$ cat config.mk
export PLATFORM = sky130hd
export DESIGN_NAME = alu_f3
export DESIGN_NICKNAME = d
export VERILOG_FILES = /design/src/rtl/alu_f3_pkg.sv /design/src/rtl/alu_operand_cond.sv /design/src/rtl/alu_prefix_adder.sv /design/src/rtl/alu_logic_unit.sv /design/src/rtl/alu_result_mux.sv /design/src/rtl/alu_f3.sv
export SDC_FILE = /design/constraint.sdc
export NUM_CORES = 1
export LEC_CHECK = 0
export BUFFER_PORTS_ARGS = -buffer_cell sky130_fd_sc_hd__clkbuf_2
export CAP_MARGIN = 20
export CELL_PAD_IN_SITES_DETAIL_PLACEMENT = 0
export CELL_PAD_IN_SITES_GLOBAL_PLACEMENT = 1
export CORE_MARGIN = 5
export CORE_UTILIZATION = 35
export DETAILED_ROUTE_END_ITERATION = 10
export PLACE_DENSITY = 0.83
export SYNTH_ARGS = -nofsm -noshare
export SYNTH_HDL_FRONTEND = slang
export SYNTH_SLANG_ARGS = --single-unit
$ cat constraint.sdc
create_clock -name vclk -period 5.3
set_input_delay 0.265 -clock vclk [all_inputs]
set_output_delay 0.265 -clock vclk [all_outputs]
set_load 0.01 [all_outputs]
$ cat src/rtl/alu_f3_pkg.sv
package alu_f3_pkg;

  typedef enum logic [2:0] {
    FN_AND  = 3'b000,
    FN_OR   = 3'b001,
    FN_ADD  = 3'b010,
    FN_NONE = 3'b011,
    FN_ANDN = 3'b100,
    FN_ORN  = 3'b101,
    FN_SUB  = 3'b110,
    FN_LTS  = 3'b111
  } alu_fn_e;

  typedef enum logic [1:0] {
    SEL_AND = 2'b00,
    SEL_OR  = 2'b01,
    SEL_SUM = 2'b10,
    SEL_LT  = 2'b11
  } alu_sel_e;

  // Top bit of the code: complement b and inject a carry.
  function automatic logic fn_inverts(input logic [2:0] code);
    return code[2];
  endfunction

  // Low field of the code: which path reaches the output.
  function automatic alu_sel_e fn_select(input logic [2:0] code);
    return alu_sel_e'(code[1:0]);
  endfunction

  // The one code whose output is forced to zero.
  function automatic logic fn_is_dead(input logic [2:0] code);
    return code == FN_NONE;
  endfunction

  // Prefix operator: combine an upper span (g_hi, p_hi) with a lower span.
  function automatic logic [1:0] gp_merge(input logic g_hi, input logic p_hi,
                                          input logic g_lo, input logic p_lo);
    return {g_hi | (p_hi & g_lo), p_hi & p_lo};
  endfunction

endpackage

$ cat src/rtl/alu_operand_cond.sv
module alu_operand_cond #(
  parameter int WIDTH = 32
) (
  input  logic [WIDTH-1:0] b_raw,
  input  logic             invert,
  output logic [WIDTH-1:0] b_eff,
  output logic             carry_in
);

  // Per-bit conditional complement.
  for (genvar i = 0; i < WIDTH; i++) begin : g_bit
    assign b_eff[i] = b_raw[i] ^ invert;
  end

  // Subtraction needs +1 on top of the complement.
  assign carry_in = invert;

endmodule

$ cat src/rtl/alu_prefix_adder.sv
module alu_prefix_adder #(
  parameter int WIDTH = 32
) (
  input  logic [WIDTH-1:0] op_a,
  input  logic [WIDTH-1:0] op_b,
  input  logic             cin,
  output logic [WIDTH-1:0] sum
);
  import alu_f3_pkg::*;

  // Column 0 of the prefix network holds the carry-in; column k+1 holds
  // operand bit k. Only bits 0..WIDTH-2 feed the network, since the carry
  // out of the top bit is dropped.
  localparam int COLS   = WIDTH;
  localparam int STAGES = (WIDTH > 1) ? $clog2(WIDTH) : 1;

  logic [COLS-1:0] g_lvl [0:STAGES];
  logic [COLS-1:0] p_lvl [0:STAGES];
  logic [WIDTH-1:0] half_sum;

  assign half_sum = op_a ^ op_b;

  // Level 0: per-column generate and propagate.
  assign g_lvl[0][0] = cin;
  assign p_lvl[0][0] = 1'b0;
  for (genvar k = 0; k < COLS - 1; k++) begin : g_col
    assign g_lvl[0][k+1] = op_a[k] & op_b[k];
    assign p_lvl[0][k+1] = op_a[k] | op_b[k];
  end

  // Parallel-prefix levels: span doubles at each level.
  for (genvar s = 0; s < STAGES; s++) begin : g_stage
    localparam int DIST = 1 << s;
    for (genvar j = 0; j < COLS; j++) begin : g_node
      if (j >= DIST) begin : g_black
        logic [1:0] gp;
        assign gp = gp_merge(g_lvl[s][j], p_lvl[s][j],
                             g_lvl[s][j-DIST], p_lvl[s][j-DIST]);
        assign g_lvl[s+1][j] = gp[1];
        assign p_lvl[s+1][j] = gp[0];
      end else begin : g_pass
        assign g_lvl[s+1][j] = g_lvl[s][j];
        assign p_lvl[s+1][j] = p_lvl[s][j];
      end
    end
  end

  // Carry into bit k is the generate spanning columns k..0.
  for (genvar k = 0; k < WIDTH; k++) begin : g_sum
    assign sum[k] = half_sum[k] ^ g_lvl[STAGES][k];
  end

endmodule

$ cat src/rtl/alu_logic_unit.sv
module alu_logic_unit #(
  parameter int WIDTH = 32
) (
  input  logic [WIDTH-1:0] op_a,
  input  logic [WIDTH-1:0] op_b,
  output logic [WIDTH-1:0] and_out,
  output logic [WIDTH-1:0] or_out
);

  for (genvar i = 0; i < WIDTH; i++) begin : g_bit
    assign and_out[i] = op_a[i] & op_b[i];
    assign or_out[i]  = op_a[i] | op_b[i];
  end

endmodule

$ cat src/rtl/alu_result_mux.sv
module alu_result_mux #(
  parameter int WIDTH = 32
) (
  input  logic [2:0]       code,
  input  logic [WIDTH-1:0] and_in,
  input  logic [WIDTH-1:0] or_in,
  input  logic [WIDTH-1:0] sum_in,
  output logic [WIDTH-1:0] result,
  output logic             lt_bit
);
  import alu_f3_pkg::*;

  // Less-than is the raw sign of the difference; no overflow fix-up.
  assign lt_bit = sum_in[WIDTH-1];

  always_comb begin
    result = '0;
    if (!fn_is_dead(code)) begin
      unique case (fn_select(code))
        SEL_AND: result = and_in;
        SEL_OR:  result = or_in;
        SEL_SUM: result = sum_in;
        SEL_LT:  result = {{(WIDTH-1){1'b0}}, lt_bit};
        default: result = '0;
      endcase
    end
  end

endmodule

$ cat src/rtl/alu_f3.sv
module alu_f3 #(
  parameter int WIDTH = 32
) (
  input  logic [WIDTH-1:0] a,
  input  logic [WIDTH-1:0] b,
  input  logic [2:0]       f,
  output logic [WIDTH-1:0] y,
  output logic             zero
);
  import alu_f3_pkg::*;

  // Named internal events, visible to the bound checker.
  logic [WIDTH-1:0] b_eff;
  logic             carry_in;
  logic [WIDTH-1:0] adder_sum;
  logic [WIDTH-1:0] and_path;
  logic [WIDTH-1:0] or_path;
  logic             lt_bit;

  alu_operand_cond #(.WIDTH(WIDTH)) u_cond (
    .b_raw    (b),
    .invert   (fn_inverts(f)),
    .b_eff    (b_eff),
    .carry_in (carry_in)
  );

  alu_logic_unit #(.WIDTH(WIDTH)) u_logic (
    .op_a    (a),
    .op_b    (b_eff),
    .and_out (and_path),
    .or_out  (or_path)
  );

  alu_prefix_adder #(.WIDTH(WIDTH)) u_add (
    .op_a (a),
    .op_b (b_eff),
    .cin  (carry_in),
    .sum  (adder_sum)
  );

  alu_result_mux #(.WIDTH(WIDTH)) u_mux (
    .code   (f),
    .and_in (and_path),
    .or_in  (or_path),
    .sum_in (adder_sum),
    .result (y),
    .lt_bit (lt_bit)
  );

  assign zero = ~|y;

endmodule

==> summary.md <==
| Metric | Value |
|---|---|
| Multiplexer share of the synthesized area | `2.31%` |
| Std-Cell Rows | `36` |
| Fillers | `approximately 1.1k` |
| Leakage power | `0.00204 uW` |
| Max VDD drop | `between 60 and 70 uV` |
| Setup repair after global routing missed its margin | `false` |
| Fraction of power consumed by combinational cells | `100.0%` |
| Share of Yosys cell area claimed by the top area cell type | `between 10% and 20%` |
| Register area | `0 um^2` |
| Data required time at the worst endpoint | `between 5 and 6 ns` |
| Adder and majority cell fraction of the synthesized area | `around 20%` |
| Min Tclk post-route | `between 4 and 5 ns` |
| Proportion of layout cells with a drive suffix above 1 | `20.6%` |
| Combined area of the multi-input logic cells | `roughly 0.0031 mm^2` |
| Antenna violations before repair | `0` |
| Simple-gate portion of the synthesized area | `23.1%` |
| Num ports | `100` |
| Routed wire length | `between 10 and 15 mm` |
| Worst-margin pin slew | `between 0.7 and 0.8 ns` |
| Synthesized netlist net count | `637` |
| Post-synthesis instance total | `roughly 520` |
| Switching share of total power | `~58%` |
| # setup viols final | `0` |
| All-layer global routing usage | `18.7%` |
| Synth Warn # | `0` |
| # hold bufs at CTS | `0` |
| Net Sw Power | `around 340 uW` |
| Total number of vias | `a little over 4k` |
| Compound-Gate Fraction of Synth Area | `around 29%` |
| Initial standard-cell utilization of the core | `between 30% and 40%` |
| Max-cap viol count | `0` |
| Via-to-Cell Ratio | `~5.5` |
| Post-CTS sizing | `0` |
| Port-buffer cells | `100` |
| Total number of sequential cells | `0` |
| Final count of hold timing violations | `0` |
| Placeable core region | `roughly 0.01 mm^2` |
| Crit path capture type | `primary output` |
| Die outline area | `between 0.01 and 0.015 mm^2` |
| Average detailed-routed wire length per instance | `~16 um` |
| Number of design-rule violations left by the first detailed-router iteration | `between 200 and 300` |
| Post-Layout Cell Count | `~740` |
| Total standard cell area after synthesis | `0.00347 mm^2` |
| Setup Crit Path Kind | `in -> out` |
| DP Cell Count | `between 700 and 800` |
| Diodes inserted | `0` |
| Dominant cell type by area after synthesis | `sky130_fd_sc_hd__ha_1` |
| Congestion Overflow GR | `0` |
| Highest Clock Rate | `between 200 and 250 MHz` |
| Relative contribution of sequential cells to total power | `0%` |
| Nets | `727` |
| Most frequent standard cell in the layout excluding fill and tap cells | `sky130_fd_sc_hd__clkbuf_2` |
| Vertical die dimension | `between 100 and 150 um` |
| XOR/XNOR share of the synthesized area | `15.9%` |
| Setup_tns | `0 ns` |
| Crit-path max FO | `13` |
| Leading cell types by total area after synthesis | `sky130_fd_sc_hd__ha_1, sky130_fd_sc_hd__xor2_1, sky130_fd_sc_hd__inv_1` |
| Worst path arrival time | `4.73 ns` |
| Pin count of the biggest net entering global routing | `28` |
| Pwr/cell area | `roughly 140 mW/mm^2` |
| Post-synthesis sequential area ratio | `0%` |
| Final worst-path cycle share | `a little over nine tenths` |
| Max transition margin | `50.0%` |
| Detail Route Antenna Nets | `0` |
| Layout overhead on the synthesized area | `17.9%` |
| Number of instances on the worst hold path | `3` |
| Cell variety after synth | `73` |
| Placer congestion estimate | `0.934` |
| Power after layout | `approximately 580 uW` |
| HPWL after DPL | `between 9 and 10 mm` |
| Outcome | `finished clean` |
| Clock buffers | `0` |
| Dominant combinational cell family by area after synthesis | `compound AO/OA/AOI/OAI gates` |
| Tightest Hold Check Type | `in -> out` |
| Avg Inst Size Synth | `between 6 and 7 um^2` |
| DRC violations left | `0` |
| Post-CTS Setup Inserts | `0` |
| Wire length of the first global-routing pass | `18.6 mm` |
| Commonest cells after routing, fill and taps aside | `sky130_fd_sc_hd__clkbuf_2, sky130_fd_sc_hd__inv_1, sky130_fd_sc_hd__nor2_1` |
| Worst setup SP type | `input port` |
| Share of the core filled with cells in the final layout | `between 40% and 50%` |
| Clk network pwr share | `0%` |
| Internal power | `~240 uW` |
| Count of TritonRoute iterations in the first routing pass | `4` |
| Vias in the first global route | `roughly 3.8k` |
| Final-report max-slew violation count | `0` |
| Horizontal die dimension | `between 100 and 150 um` |
-- final timing paths --
path,from,end,slack [ns]
setup / recovery,f[2],zero,0.30
hold / removal,f[1],y[5],1.01
-- logic make-up after synthesis --
group	after synthesis
compound gates	152
xor+xnor	62
fa+ha+maj	55
buf+inv	83
mux	8
simple gates	155
-- final cells by class --
| class | count | area share [%] |
|---|---|---|
| well taps | 133 | 4.07 |
| repair buffers | 106 | 13.7 |
| multi-input cells | 432 | 76.3 |
| inverters | 65 | 5.97 |
-- cells in the mapped netlist, types with 4 or more instances --
cell / instances
sky130_fd_sc_hd__inv_1: 65
sky130_fd_sc_hd__nor2_1: 62
sky130_fd_sc_hd__ha_1: 55
sky130_fd_sc_hd__xor2_1: 40
sky130_fd_sc_hd__a21oi_1: 34
sky130_fd_sc_hd__o21ai_0: 28
sky130_fd_sc_hd__o22ai_1: 21
sky130_fd_sc_hd__xnor2_1: 21
sky130_fd_sc_hd__nand2_1: 15
sky130_fd_sc_hd__nand2b_1: 14
sky130_fd_sc_hd__nor3_1: 12
sky130_fd_sc_hd__nor3b_1: 11
sky130_fd_sc_hd__mux2i_1: 8
sky130_fd_sc_hd__a31oi_1: 7
sky130_fd_sc_hd__clkbuf_1: 7
sky130_fd_sc_hd__nor4_1: 7
sky130_fd_sc_hd__a211oi_1: 6
sky130_fd_sc_hd__a211o_1: 5
sky130_fd_sc_hd__nor2b_1: 5
sky130_fd_sc_hd__o31ai_1: 5
sky130_fd_sc_hd__buf_1: 4
sky130_fd_sc_hd__nand3_1: 4
sky130_fd_sc_hd__o21ai_1: 4
sky130_fd_sc_hd__o21bai_1: 4
sky130_fd_sc_hd__or3_1: 4
sky130_fd_sc_hd__or4_1: 4
-- worst max-delay path, cell delays in order --
cell                       delay, ns
sky130_fd_sc_hd__clkbuf_2       0.37
sky130_fd_sc_hd__buf_4          0.28
sky130_fd_sc_hd__xor2_1         0.24
sky130_fd_sc_hd__inv_1          0.09
sky130_fd_sc_hd__ha_1           0.20
sky130_fd_sc_hd__nand2b_1       0.15
sky130_fd_sc_hd__a21oi_1        0.24
sky130_fd_sc_hd__o21a_1         0.27
sky130_fd_sc_hd__a31o_1         0.26
sky130_fd_sc_hd__xnor2_1        0.15
sky130_fd_sc_hd__o22ai_1        0.12
sky130_fd_sc_hd__or4_1          0.53
sky130_fd_sc_hd__nor3_1         0.20
sky130_fd_sc_hd__and4_1         0.24
sky130_fd_sc_hd__and4b_1        0.23
sky130_fd_sc_hd__or4b_1         0.46
sky130_fd_sc_hd__nor4_2         0.23
sky130_fd_sc_hd__clkbuf_2       0.17
-- metal layers --
metal / part of all wire (%) / global-route usage [%] / vias to the layer above
li1: - / - / 2003
met1: 45 / 25.1 / 1901
met4: 1.7 / 3.56 / 0
met3: 6.0 / 1.76 / 18
met5: 0 / 0 / -
met2: 47 / 32.5 / 147
-- stage by stage --
stage	setup WS, ns	instance area [um^2]	hold slack [ns]
after floorplan	0.0790	3470	0.771
after global routing	0.0584	4090	1.05
after detailed placement	0.271	4090	1.01
final	0.302	4090	1.01
after global placement	0.452	4090	0.994
after CTS	0.270	4090	1.00
-- power groups by stage --
| stage | Combinational, uW | Sequential [uW] | Clock (uW) |
|---|---|---|---|
| after floorplan | 401 | 0 | 0 |
| after global placement | 566 | 0 | 0 |
| after detailed placement | 573 | 0 | 0 |
| after CTS | 576 | 0 | 0 |
| after global routing | 640 | 0 | 0 |
| final | 581 | 0 | 0 |
(Power assumes the default switching activity.)
